### config.mk
export PLATFORM = sky130hd
export DESIGN_NAME = vlrw_top
export DESIGN_NICKNAME = d
export VERILOG_FILES = /design/src/rtl/vlrw_pkg.sv /design/src/rtl/vlrw_ctrl.sv /design/src/rtl/vlrw_datapath.sv /design/src/rtl/vlrw_top.sv
export SDC_FILE = /design/constraint.sdc
export NUM_CORES = 1
export LEC_CHECK = 0
export ABC_AREA = 1
export BUFFER_PORTS_ARGS = -buffer_cell sky130_fd_sc_hd__buf_4
export CAP_MARGIN = 15
export CELL_PAD_IN_SITES_DETAIL_PLACEMENT = 0
export CELL_PAD_IN_SITES_GLOBAL_PLACEMENT = 2
export CORE_ASPECT_RATIO = 1.5
export CORE_MARGIN = 1
export CORE_UTILIZATION = 24
export CTS_CLUSTER_DIAMETER = 100
export DETAILED_ROUTE_END_ITERATION = 10
export HOLD_SLACK_MARGIN = 0.08
export PLACE_DENSITY = 0.83
export SLEW_MARGIN = 0
export SYNTH_ARGS = -nofsm -noshare
export SYNTH_HDL_FRONTEND = slang
export SYNTH_SLANG_ARGS = --single-unit
### constraint.sdc
create_clock -name clk -period 1.2 [get_ports clk]
set_input_delay 0.24 -clock clk [delete_from_list [all_inputs] [get_ports clk]]
set_output_delay 0.24 -clock clk [all_outputs]
set_load 0.02 [all_outputs]
### src/rtl/vlrw_pkg.sv
`timescale 1ns/1ps
package vlrw_pkg;
  localparam int INSTR_W   = 32;
  localparam int REG_IDX_W = 5;
  localparam int CSR_W     = 12;

  localparam logic [6:0] OPC_VCFG   = 7'b1010111;
  localparam logic [2:0] F3_VCFG    = 3'b111;
  localparam logic [6:0] OPC_SYSTEM = 7'b1110011;
  localparam logic [2:0] F3_CSRRS   = 3'b010;
  localparam logic [6:0] OPC_OPIMM  = 7'b0010011;
  localparam logic [2:0] F3_ADDI    = 3'b000;

  // strobes from control to datapath
  typedef struct packed {
    logic take;     // an instruction is accepted this cycle
    logic loadPtr;  // accepted word is a configuration instruction
    logic swap;     // accepted word must be replaced by a move
  } strobe_t;

  // hi = instr[31:12], opc = instr[6:0]
  function automatic logic isVlCfg(input logic [19:0] hi, input logic [6:0] opc);
    return (opc == OPC_VCFG) && (hi[2:0] == F3_VCFG) && !hi[19];
  endfunction

  function automatic logic isVlRead(input logic [19:0] hi, input logic [6:0] opc,
                                    input logic [CSR_W-1:0] csrAddr);
    return (opc == OPC_SYSTEM) && (hi[2:0] == F3_CSRRS) &&
           (hi[7:3] == '0) && (hi[19:8] == csrAddr);
  endfunction
endpackage

### src/rtl/vlrw_ctrl.sv
`timescale 1ns/1ps
module vlrw_ctrl
  import vlrw_pkg::*;
#(
  parameter logic [CSR_W-1:0] VL_CSR_ADDR = 12'hC20
) (
  input  logic          clk,
  input  logic          rst,
  input  logic          inValid,
  output logic          inReady,
  input  logic [19:0]   instrHi,
  input  logic [6:0]    instrOpc,
  input  logic          outReady,
  output logic          outValid,
  input  logic          ptrLive,
  output strobe_t       strobe
);
  logic validQ;
  logic takeNow;

  assign inReady  = !validQ || outReady;
  assign takeNow  = inValid && inReady;
  assign outValid = validQ;

  always_comb begin
    strobe.take    = takeNow;
    strobe.loadPtr = takeNow && isVlCfg(instrHi, instrOpc);
    strobe.swap    = takeNow && ptrLive && isVlRead(instrHi, instrOpc, VL_CSR_ADDR);
  end

  always_ff @(posedge clk) begin
    if (rst) begin
      validQ <= 1'b0;
    end else if (takeNow) begin
      validQ <= 1'b1;
    end else if (outReady) begin
      validQ <= 1'b0;
    end
  end
endmodule

### src/rtl/vlrw_datapath.sv
`timescale 1ns/1ps
module vlrw_datapath
  import vlrw_pkg::*;
#(
  parameter int IDX_W = REG_IDX_W
) (
  input  logic               clk,
  input  logic               rst,
  input  logic [INSTR_W-1:0] inInstr,
  input  strobe_t            strobe,
  output logic [INSTR_W-1:0] outInstr,
  output logic               outRewritten,
  output logic               ptrLive
);
  localparam int RS1_LSB = 15;
  localparam int RD_LSB  = 7;
  localparam int IMM_W   = INSTR_W - IDX_W - 3 - IDX_W - 7;

  logic [IDX_W-1:0]   vlPtr;
  logic [INSTR_W-1:0] moveInstr;

  assign ptrLive = (vlPtr != '0);

  assign moveInstr = {{IMM_W{1'b0}}, vlPtr, F3_ADDI,
                      inInstr[RD_LSB +: IDX_W], OPC_OPIMM};

  always_ff @(posedge clk) begin
    if (rst) begin
      vlPtr <= '0;
    end else if (strobe.loadPtr) begin
      vlPtr <= inInstr[RS1_LSB +: IDX_W];
    end
  end

  always_ff @(posedge clk) begin
    if (rst) begin
      outInstr     <= '0;
      outRewritten <= 1'b0;
    end else if (strobe.take) begin
      outInstr     <= strobe.swap ? moveInstr : inInstr;
      outRewritten <= strobe.swap;
    end
  end
endmodule

### src/rtl/vlrw_top.sv
`timescale 1ns/1ps
module vlrw_top
  import vlrw_pkg::*;
#(
  parameter logic [CSR_W-1:0] VL_CSR_ADDR = 12'hC20
) (
  input  logic        clk,
  input  logic        rst,
  input  logic        inValid,
  output logic        inReady,
  input  logic [31:0] inInstr,
  output logic        outValid,
  input  logic        outReady,
  output logic [31:0] outInstr,
  output logic        outRewritten
);
  strobe_t strobe;
  logic    ptrLive;

  vlrw_ctrl #(.VL_CSR_ADDR(VL_CSR_ADDR)) ctrl (
    .clk      (clk),
    .rst      (rst),
    .inValid  (inValid),
    .inReady  (inReady),
    .instrHi  (inInstr[31:12]),
    .instrOpc (inInstr[6:0]),
    .outReady (outReady),
    .outValid (outValid),
    .ptrLive  (ptrLive),
    .strobe   (strobe)
  );

  vlrw_datapath #(.IDX_W(REG_IDX_W)) dpath (
    .clk          (clk),
    .rst          (rst),
    .inInstr      (inInstr),
    .strobe       (strobe),
    .outInstr     (outInstr),
    .outRewritten (outRewritten),
    .ptrLive      (ptrLive)
  );
endmodule

==> summary.txt <==
Critical path
  • CP arrival: 0.94 ns
  • FF-to-FF Start: ctrl.outValid
  • WS Path Type: flip-flop to output pin
  • CP required: 0.96 ns
  • FF-to-FF path depth: 8
  • Worst setup EP type: output pin
  • Critical Path Fanout Max: 2
  • Reg-to-Reg End: dpath.outInstr[5]
  • FF-to-FF setup slack: 0.03 ns
  • Critical Path Start: ctrl.outValid
  • CP Launch Type: flip-flop

Synthesis
  • Ys Warns: 0
  • Syn_nets: 274
  • Synth top area share: 46.3%
  • Post-synthesis average cell area: 7.09 um^2
  • Post-synth EDFFs: 0
  • Synth unique cells: 18
  • Largest cells by area after synthesis: dfxtp_1 46%, nor2_1 12%, nand2_1 10%
  • Largest area contributor in the netlist: dfxtp_1
  • Post-Syn Area: 1690 um^2
  • Post-synth top cells: 55 x nor2_1, 45 x nand2_1, 39 x dfxtp_1
  • Most instantiated library cell after synthesis: nor2_1
  • Mapped Cells: 238
  • Ys async rst share: 0%
  • Post-synth top flop: dfxtp_1
  • Register area share after synthesis: 46.3%
  • Register bit total from synthesis: 39

Die
  • Core footprint: 6850 um^2
  • Die height: 105 um
  • Initial core utilization: 24.6%
  • Die X: 70.5 um
  • Row cnt: 37
  • DIE AREA: 7380 um^2
  • I/O Pins: 71

Clock tree
  • Hold buffer count at cts: 0
  • CTS clk-pin slew, worst paths: 0.08 ns
  • Longest Clk Path Bufs: 2
  • Htree depth: 2
  • Clock root buffer master: clkbuf_8
  • CTS tree: built
  • CTS Buf Count: 5
  • Worst skew pair latency: 0.29 ns
  • Clock Sinks: 39

Detailed routing
  • Starting DRT DRC Count: 93
  • DRT Wirelength: 5.25 mm
  • Post-route ant nets: 0
  • Via density per instance: 4.51
  • DRC: 12
  • DR vias: 1805
  • DR WL/cell: 13.1 um
  • 1st-pass router iterations: 7

Worst hold path
  • Hold_sp: inInstr[9]
  • Hold Path End: dpath.outInstr[9]
  • Worst hold-check path type: primary input to flip-flop
  • Hold Path Stages: 3

Place
  • DP HPWL: 3.91 mm
  • DP Area: 2380 um^2
  • Global placer's final weighted congestion: 0.761
  • Port bufs: 70

STA
  • Final min period: 1.18 ns
  • Final setup violation count: 0
  • Slew @ Worst Pin: 0.265 ns
  • Slew HR: 82.2%
  • Max Fclk: 849 MHz
  • Fin. Hold Viols: 0
  • Final period util: 98.1%
  • Final Max Slew Viols: 0
  • Clk_skew: 0.00628 ns
  • Unrepaired setup endpoints after global routing: yes

Finish
  • Sequential Area: 787 um^2
  • Fillers: 768
  • Diode count: 0
  • Share of layout cells above drive strength 1: 38.2%
  • Final instance area: 2550 um^2
  • Footprint of the multi-input gates: 848 um^2
  • Fin nets: 357
  • P&R area growth vs syn: 51.2%

GRT
  • First-pass GRT wire length: 8.51 mm
  • Vias in the first global route: 1690
  • Gr ovfl total: 0
  • Pin count of the biggest net entering global routing: 21
  • Initial antenna violation count: 0
  • Tot GR Track Use: 14.8%

Pwr
  • P_int: 0.00206 W
  • P_sw: 0.000842 W
  • Clk pwr share: 30.2%
  • P per Cell Area: 1140 nW/um^2
  • Leak pwr: 1.20 nW
  • Sequential share of power: 48.7%
  • Pwr Total: 0.00290 W
  • Switching Share: 29.0%
  • VDD IR max: 464 uV
  • Comb power frac: 21.1%

Run status
  • Outcome: finished, violations left
  • Failing checks: design-rule violations

Flow run
  • Max-cap violation count: 0
[what timing repair did]
action / CTS / global route
setup buffers: 0 / 2
gates resized for setup: 5 / 20
setup endpoints to repair: 8 / 20
pin swaps: 2 / 4
[flip-flops by register name, indices dropped and copies added (netlist names)]
register,flops
dpath.vlPtr,5
ctrl.outValid,1
dpath.outRewritten,1
dpath.outInstr,32
[worst max-delay path by stage]
stage | endpoint | depth (start not counted)
2_1_floorplan | dpath.vlPtr[1] | 9
3_3_place_gp | dpath.outInstr[30] | 9
3_5_place_dp | dpath.outInstr[5] | 9
4_1_cts | dpath.outInstr[5] | 8
5_1_grt | dpath.outInstr[5] | 8
6_report | inReady | 3
[stage by stage]
stage	hold slack, ns	util, %	worst slack (ns)	TNS (ns)	cells
6_report	0.200	37.3	0.0224	0	400
5_1_grt	0.198	37.3	-0.0413	-0.479	400
4_1_cts	0.195	36.2	-0.00147	-0.00147	398
3_5_place_dp	0.456	34.8	-0.116	-0.975	390
3_3_place_gp	0.455	34.8	-0.0824	-0.630	390
2_1_floorplan	0.384	-	0.0309	0	238
[layer usage]
layer	vias to the layer above	share of wire (%)	global-route usage, %
met5	-	0	0
met2	47	50	25.0
li1	923	-	-
met1	831	44	18.6
met3	4	5.0	2.60
met4	0	1.3	5.69
[layout make-up]
cell class | count | area share [%]
well taps | 78 | 3.82
clock inverters | 1 | 0.196
flip-flops and latches | 39 | 30.8
repair buffers | 86 | 26.1
multi-input cells | 171 | 33.2
inverters | 18 | 2.84
clock buffers | 7 | 2.99
[kinds of logic (layout without fill, tap and decap cells)]
logic type      after synthesis  count (layout)  synth area share (%)
compound gates               49              49                  14.5
simple gates                122             122                  32.4
buf+inv                      28             112                  6.82
flops                        39              39                  46.3
[power groups by stage]
stage               sequential [W]  clock [W]  combinational, W
floorplan                  0.00153          0          0.000195
global placement           0.00144          0          0.000602
detailed placement         0.00144          0          0.000605
CTS                        0.00141   0.000900          0.000608
global route               0.00142   0.000963          0.000672
finish                     0.00141   0.000876          0.000611
[placed cells by master (no fill, tap or decap), drive strengths merged]
cell type  count
nand3          9
nand2         51
nor2          58
buf           86
clkinv         2
inv           17
a21oi         29
dfxtp         39
nor4           1
o21ai         20
clkbuf         7
nand4          3
[worst max-delay path, cell delays in order, from the launching register on]
cell and delay [ns]:
dfxtp_2 0.35, nand2_4 0.06, buf_6 0.11, buf_6 0.12
(Power assumes the default switching activity.)
